File: src/rtl/dit_pkg.sv
// Shared constants and types for the dual interval timer.
// Assumes an 8-bit data bus and a 4-bit register offset.
package dit_pkg;
    localparam int DATA_W    = 8;
    localparam int OFF_W     = 4;
    localparam int NUM_TMR   = 2;
    localparam int CNT_W     = 2 * DATA_W;
    localparam int CNT_BASE  = 4;    // timer i count/reload bytes at CNT_BASE+2i, +2i+1
    localparam int CTL_BASE  = 14;   // timer i control at CTL_BASE+i
    localparam int CB_LOAD   = 4;    // write-only load strobe bit
    localparam int CTL_KEEP  = 4;    // stored control bits

    // Stored control fields, packed so that bit 0 is run.
    typedef struct packed {
        logic one;
        logic tog;
        logic ind;
        logic run;
    } tctl_t;
endpackage

File: src/rtl/dit_decode.sv
// Offset decoder: turns the 4-bit offset into per-timer selects.
// Assumes the register layout held in dit_pkg; outputs are combinational.
module dit_decode
    import dit_pkg::*;
#(
    parameter int N = NUM_TMR
) (
    input  logic [OFF_W-1:0] addr,
    input  logic             wr,
    output logic [N-1:0]     sel_lo,
    output logic [N-1:0]     sel_hi,
    output logic [N-1:0]     sel_ctl,
    output logic [N-1:0]     wr_lo,
    output logic [N-1:0]     wr_hi,
    output logic [N-1:0]     wr_ctl
);
    for (genvar i = 0; i < N; i++) begin : g_dec
        // Match this timer's three offsets and qualify them with the write strobe.
        assign sel_lo[i]  = (addr == OFF_W'(CNT_BASE + 2 * i));
        assign sel_hi[i]  = (addr == OFF_W'(CNT_BASE + 2 * i + 1));
        assign sel_ctl[i] = (addr == OFF_W'(CTL_BASE + i));
        assign wr_lo[i]   = wr & sel_lo[i];
        assign wr_hi[i]   = wr & sel_hi[i];
        assign wr_ctl[i]  = wr & sel_ctl[i];
    end
endmodule

File: src/rtl/dit_timer_core.sv
// One 16-bit down-counter with a byte-loaded reload value, control,
// underflow pulse and port indication. Assumes tick is a one-cycle enable.
// Precedence: load strobe over tick; control write over one-shot clear.
module dit_timer_core
    import dit_pkg::*;
#(
    parameter int DW = DATA_W
) (
    input  logic            clk,
    input  logic            rst_n,
    input  logic            tick,
    input  logic            wr_lo,
    input  logic            wr_hi,
    input  logic            wr_ctl,
    input  logic [DW-1:0]   wdata,
    output logic [2*DW-1:0] count_o,
    output logic [DW-1:0]   ctrl_o,
    output logic            uflow_o,
    output logic            pbit_o,
    output logic            pbit_oe_o
);
    localparam int CW = 2 * DW;

    logic [CW-1:0] latch_q;
    logic [CW-1:0] count_q;
    tctl_t         ctl_q;
    logic          uflow_q;
    logic          pulse_q;
    logic          tog_q;
    logic          force_ld;
    logic          uf_now;

    assign force_ld = wr_ctl & wdata[CB_LOAD];
    assign uf_now   = tick & ctl_q.run & (count_q == '0) & ~force_ld;

    // Reload value: byte-wise replacement from the bus.
    always_ff @(posedge clk) begin
        if (!rst_n) begin
            latch_q <= '1;
        end else begin
            if (wr_lo) latch_q[DW-1:0]  <= wdata;
            if (wr_hi) latch_q[CW-1:DW] <= wdata;
        end
    end

    // Live count: forced load, reload on underflow, or decrement on tick.
    always_ff @(posedge clk) begin
        if (!rst_n) begin
            count_q <= '1;
        end else if (force_ld) begin
            count_q <= latch_q;
        end else if (tick && ctl_q.run) begin
            count_q <= (count_q == '0) ? latch_q : count_q - 1'b1;
        end
    end

    // Control fields: bus write wins, otherwise one-shot clears run at underflow.
    always_ff @(posedge clk) begin
        if (!rst_n) begin
            ctl_q <= '0;
        end else if (wr_ctl) begin
            ctl_q <= tctl_t'(wdata[CTL_KEEP-1:0]);
        end else if (uf_now && ctl_q.one) begin
            ctl_q.run <= 1'b0;
        end
    end

    // Underflow pulse and the two port-indication styles.
    always_ff @(posedge clk) begin
        if (!rst_n) begin
            uflow_q <= 1'b0;
            pulse_q <= 1'b0;
            tog_q   <= 1'b0;
        end else begin
            uflow_q <= uf_now;
            if (uf_now)    pulse_q <= 1'b1;
            else if (tick) pulse_q <= 1'b0;
            if (uf_now)    tog_q   <= ~tog_q;
        end
    end

    assign count_o   = count_q;
    assign ctrl_o    = {{(DW - CTL_KEEP){1'b0}}, ctl_q};
    assign uflow_o   = uflow_q;
    assign pbit_oe_o = ctl_q.ind;
    assign pbit_o    = ctl_q.ind & (ctl_q.tog ? tog_q : pulse_q);
endmodule

File: src/rtl/dual_interval_timer.sv
// Two bus-mapped interval timers sharing one tick enable.
// Assumes single-cycle writes; reads are combinational from the offset.
module dual_interval_timer
    import dit_pkg::*;
(
    input  logic                 clk,
    input  logic                 rst_n,
    input  logic                 tick,
    input  logic [OFF_W-1:0]     bus_addr,
    input  logic                 bus_wr,
    input  logic [DATA_W-1:0]    bus_wdata,
    output logic [DATA_W-1:0]    bus_rdata,
    output logic [NUM_TMR-1:0]   uflow,
    output logic [NUM_TMR-1:0]   pbit,
    output logic [NUM_TMR-1:0]   pbit_oe
);
    logic [NUM_TMR-1:0]             sel_lo, sel_hi, sel_ctl;
    logic [NUM_TMR-1:0]             wr_lo, wr_hi, wr_ctl;
    logic [NUM_TMR-1:0][CNT_W-1:0]  cnt_w;
    logic [NUM_TMR-1:0][DATA_W-1:0] ctl_w;

    dit_decode #(.N(NUM_TMR)) u_dec (
        .addr   (bus_addr),
        .wr     (bus_wr),
        .sel_lo (sel_lo),
        .sel_hi (sel_hi),
        .sel_ctl(sel_ctl),
        .wr_lo  (wr_lo),
        .wr_hi  (wr_hi),
        .wr_ctl (wr_ctl)
    );

    for (genvar i = 0; i < NUM_TMR; i++) begin : g_tmr
        dit_timer_core #(.DW(DATA_W)) u_core (
            .clk      (clk),
            .rst_n    (rst_n),
            .tick     (tick),
            .wr_lo    (wr_lo[i]),
            .wr_hi    (wr_hi[i]),
            .wr_ctl   (wr_ctl[i]),
            .wdata    (bus_wdata),
            .count_o  (cnt_w[i]),
            .ctrl_o   (ctl_w[i]),
            .uflow_o  (uflow[i]),
            .pbit_o   (pbit[i]),
            .pbit_oe_o(pbit_oe[i])
        );
    end

    // Read mux: count bytes and control readback; unmapped offsets give zero.
    always_comb begin
        bus_rdata = '0;
        for (int i = 0; i < NUM_TMR; i++) begin
            if (sel_lo[i])  bus_rdata = cnt_w[i][DATA_W-1:0];
            if (sel_hi[i])  bus_rdata = cnt_w[i][CNT_W-1:DATA_W];
            if (sel_ctl[i]) bus_rdata = ctl_w[i];
        end
    end
endmodule

File: config.mk
export PLATFORM = sky130hd
export DESIGN_NAME = dual_interval_timer
export DESIGN_NICKNAME = d
export VERILOG_FILES = /design/src/rtl/dit_pkg.sv /design/src/rtl/dit_decode.sv /design/src/rtl/dit_timer_core.sv /design/src/rtl/dual_interval_timer.sv
export SDC_FILE = /design/constraint.sdc
export NUM_CORES = 1
export LEC_CHECK = 0
export CAP_MARGIN = 10
export CORE_ASPECT_RATIO = 0.5
export CORE_UTILIZATION = 60
export CTS_CLUSTER_SIZE = 12
export DETAILED_ROUTE_END_ITERATION = 6
export GPL_TIMING_DRIVEN = 0
export PLACE_DENSITY = 0.81
export SLEW_MARGIN = 25
export SYNTH_ARGS = -nofsm -noshare
export SYNTH_HDL_FRONTEND = slang
export SYNTH_HIERARCHICAL = 1
export SYNTH_SLANG_ARGS = --single-unit
File: constraint.sdc
create_clock -name clk -period 2.6 [get_ports clk]
set_input_delay 0.26 -clock clk [delete_from_list [all_inputs] [get_ports clk]]
set_output_delay 0.26 -clock clk [all_outputs]
set_load 0.01 [all_outputs]
==> summary.md <==
| Metric | Value |
|---|---|
| Status | `complete, no violations` |
| GRT Max-Usage Layer | `met2` |
| Met1 Usage GRT | `0.469` |
| Core Box Area | `0.00746 mm2` |
| Number of flops mapped to enable cells by yosys | `0` |
| Seq cells post-synth | `78` |
| XOR/XNOR Fraction of Synth Area | `0` |
| Final Slew Violations | `0` |
| Synth Area in Adders | `0.0106` |
| Fmax | `0.393 GHz` |
| Synth top cells by count | `dfxtp_1, nand2_1, mux2i_1, clkbuf_1, nor2_1` |
| Register area share after synthesis | `0.332` |
| YS warnings | `6` |
| Synth cell types | `55` |
| Worst slew margin | `0.590` |
| Max_cap viols | `0` |
| Worst path required time | `2.34 ns` |
| CP Capture Type | `output pin` |
| Simple-gate share of the synthesized area | `0.249` |
| Worst hold margin | `0.382 ns` |
| Post-DR wirelength/cell | `19.5 um` |
| Vias in the first global route | `4198` |
| CTS Buf Count | `9` |
| Final Wtd Congestion | `0.958` |
| Largest fanout on the critical path | `8` |
| Final wirelength | `14100 um` |
| Dominant synthesized flop cell | `dfxtp_1` |
| Most frequent CP cell | `clkdlybuf4s50_1` |
| Die ar. | `0.00821 mm2` |
| Post-synth ARST share | `0` |
| Main area contributors after synthesis | `dfxtp_1, mux2i_1, nand2_1, o211ai_1, a21oi_1` |
| Area leader, netlist | `dfxtp_1` |
| Row cnt | `22` |
| Hold_buf cts | `0` |
| Cell with the most instances after synthesis | `dfxtp_1` |
| Post-Syn Area | `0.00470 mm2` |
| Post-DP HPWL | `10000 um` |
| GR Overflow Total | `0` |
| Startpoint Class | `primary input` |
| Area after DPL | `0.00514 mm2` |
| Worst path slowest cell | `clkdlybuf4s50_1` |
| Leak | `0.00192 uW` |
| Pre-antenna DRT Iters | `5` |
| Final period utilization | `0.980` |
| Die width | `127 um` |
| Clk sinks | `78` |
| Arrival @ worst endpoint | `2.29 ns` |
| Area share of the leading cell type in the synthesized netlist | `0.332` |
| Post-Syn Area per Cell | `8.38 um2` |
| Share of cells above drive strength 1 | `0.146` |
| Die Ht | `64.6 um` |
| Met2 global-route usage | `0.543` |
| Crit path kind | `primary input to output pin` |
| Worst-Margin Slew | `0.611 ns` |
| Clock transition at path regs | `0.06 ns` |
| Io pins | `30` |
| Post-synthesis mux area share | `0.0852` |
| Share of the core filled with cells | `0.756` |
| Initial antenna violation count | `0` |
| Post-synthesis cell count | `561` |
| ANT nets after route | `0` |
| Largest net degree at the start of global routing | `14` |
| Vias | `4734` |
| CTS tree | `built` |
| HP Class | `primary input to register` |
| Finish-stage setup viols | `0` |
| Area growth from synthesis to layout | `20.0%` |
| IO buf count | `28` |
| Global Route met3 Usage | `0.0809` |
| Clock root cell | `clkbuf_16` |
| DRT iter0 DRCs | `646` |
| Worst path max stage delay | `0.57 ns` |
| Compound-Gate Fraction of Synth Area | `0.249` |
| Final hold vios | `0` |
| First-pass GRT wire length | `21600 um` |
| Post-route cell area | `0.00564 mm2` |
| Clock Path Buffers | `2` |
| Cell Chain, Critical Path | `clkdlybuf4s50_1, nand2b_4, nor2_2, nor2b_2, buf_6, a221oi_2, o22ai_1, clkdlybuf4s50_1` |
| Via/cell ratio | `6.55` |
| Total GRT Usage | `0.345` |
| Crit path time final | `2.55 ns` |
| Largest family of logic cells by synthesized area | `compound AO/OA/AOI/OAI gates` |
| Peak supply drop | `0.000340 V` |
| H-tree depth | `3` |
| ANT cells | `0` |
| Clk_skew | `0.00652 ns` |
| Post-route DRC | `0` |
| PwrDens | `497 mW/mm2` |
| Initial Util | `0.630` |
| Nets | `631` |
| Clk_lat worst skew | `0.33 ns` |
==> worst max-delay path, delay by kind of cell <==
family | cells | cell delay [ns]
buffers and inverters | 3 | 1.18
and+or+nand+nor | 3 | 0.59
AOI/OAI and AO/OA | 2 | 0.25
==> report_power, final <==
group          total [uW]  internal, uW  switching (uW)
clock network        1290           795             493
registers            1240          1210            27.7
logic                 272           125             146
==> final timing paths <==
path	startpoint	end	slack [ns]	depth (start not counted)
worst min-delay path	rst_n	g_tmr[0].u_core/count_o[7]	0.38	3
worst min register to register	g_tmr[1].u_core/latch_q[13]	g_tmr[1].u_core/latch_q[13]	0.47	2
worst max register to register	g_tmr[1].u_core/count_o[11]	g_tmr[1].u_core/count_o[11]	0.06	6
worst max-delay path	bus_addr[3]	bus_rdata[2]	0.05	8
==> per-layer routing <==
layer  vias to the layer above  wire [um]
li1                       2238          -
met1                      2203       6280
met2                       260       6200
met3                        33       1280
met4                         0        358
met5                         -          0
==> cell type report <==
| cell class | count | area (um2) |
|---|---|---|
| clock inverters | 4 | 55.1 |
| multi-input cells | 420 | 2950 |
| inverters | 13 | 52.6 |
| fillers | 563 | 1820 |
| flip-flops and latches | 78 | 1560 |
| clock buffers | 11 | 253 |
| plain buffers | 56 | 307 |
| well taps | 108 | 135 |
| repair buffers | 33 | 325 |
==> logic make-up (layout without fill, tap and decap cells) <==
| group | after synthesis | in the layout |
|---|---|---|
| and+or+nand+nor | 219 | 219 |
| AOI/OAI and AO/OA | 149 | 149 |
| DFF | 78 | 78 |
| buffers and inverters | 69 | 117 |
| muxes | 40 | 40 |
| adders and majority gates | 4 | 4 |
| other | 2 | 8 |
==> stage by stage <==
stage	instances	setup WS [ns]	setup TNS (ns)	power (uW)
after floorplan	567	0.259	0	1400
after global placement	703	-0.556	-6.10	1510
after detailed placement	703	-0.584	-7.35	1510
after CTS	718	0.0193	0	2800
after global routing	723	-0.00146	-0.00146	2890
final	723	0.0527	0	2800
==> state kept, by name, summed over array words and instances, names as in the netlist <==
register                count
g_tmr.u_core/pbit_oe_o      2
g_tmr.u_core/latch_q       32
g_tmr.u_core/uflow_o        2
g_tmr.u_core/ctrl_o         6
g_tmr.u_core/tog_q          2
g_tmr.u_core/count_o       32
g_tmr.u_core/pulse_q        2
==> layout by cell type (no fill, tap or decap), types with 12 or more instances in the layout <==
cell and instances:
a21oi_1 23, a221oi_2 13, buf_4 17, clkbuf_1 27
clkdlybuf4s50_1 22, dfxtp_1 78, mux2i_1 40, nand2_1 63
nand4_1 12, nor2_1 27, nor2b_1 16, nor3_1 20
nor4_1 12, o211ai_1 18, or4_1 14
==> timing repair <==
item,in CTS,in global routing
resized for setup,18,31
setup endpoints to repair,15,23
endpoints found under the hold margin,0,0
pin swaps,1,2
setup buffers,0,5
(Power assumes the default switching activity.)
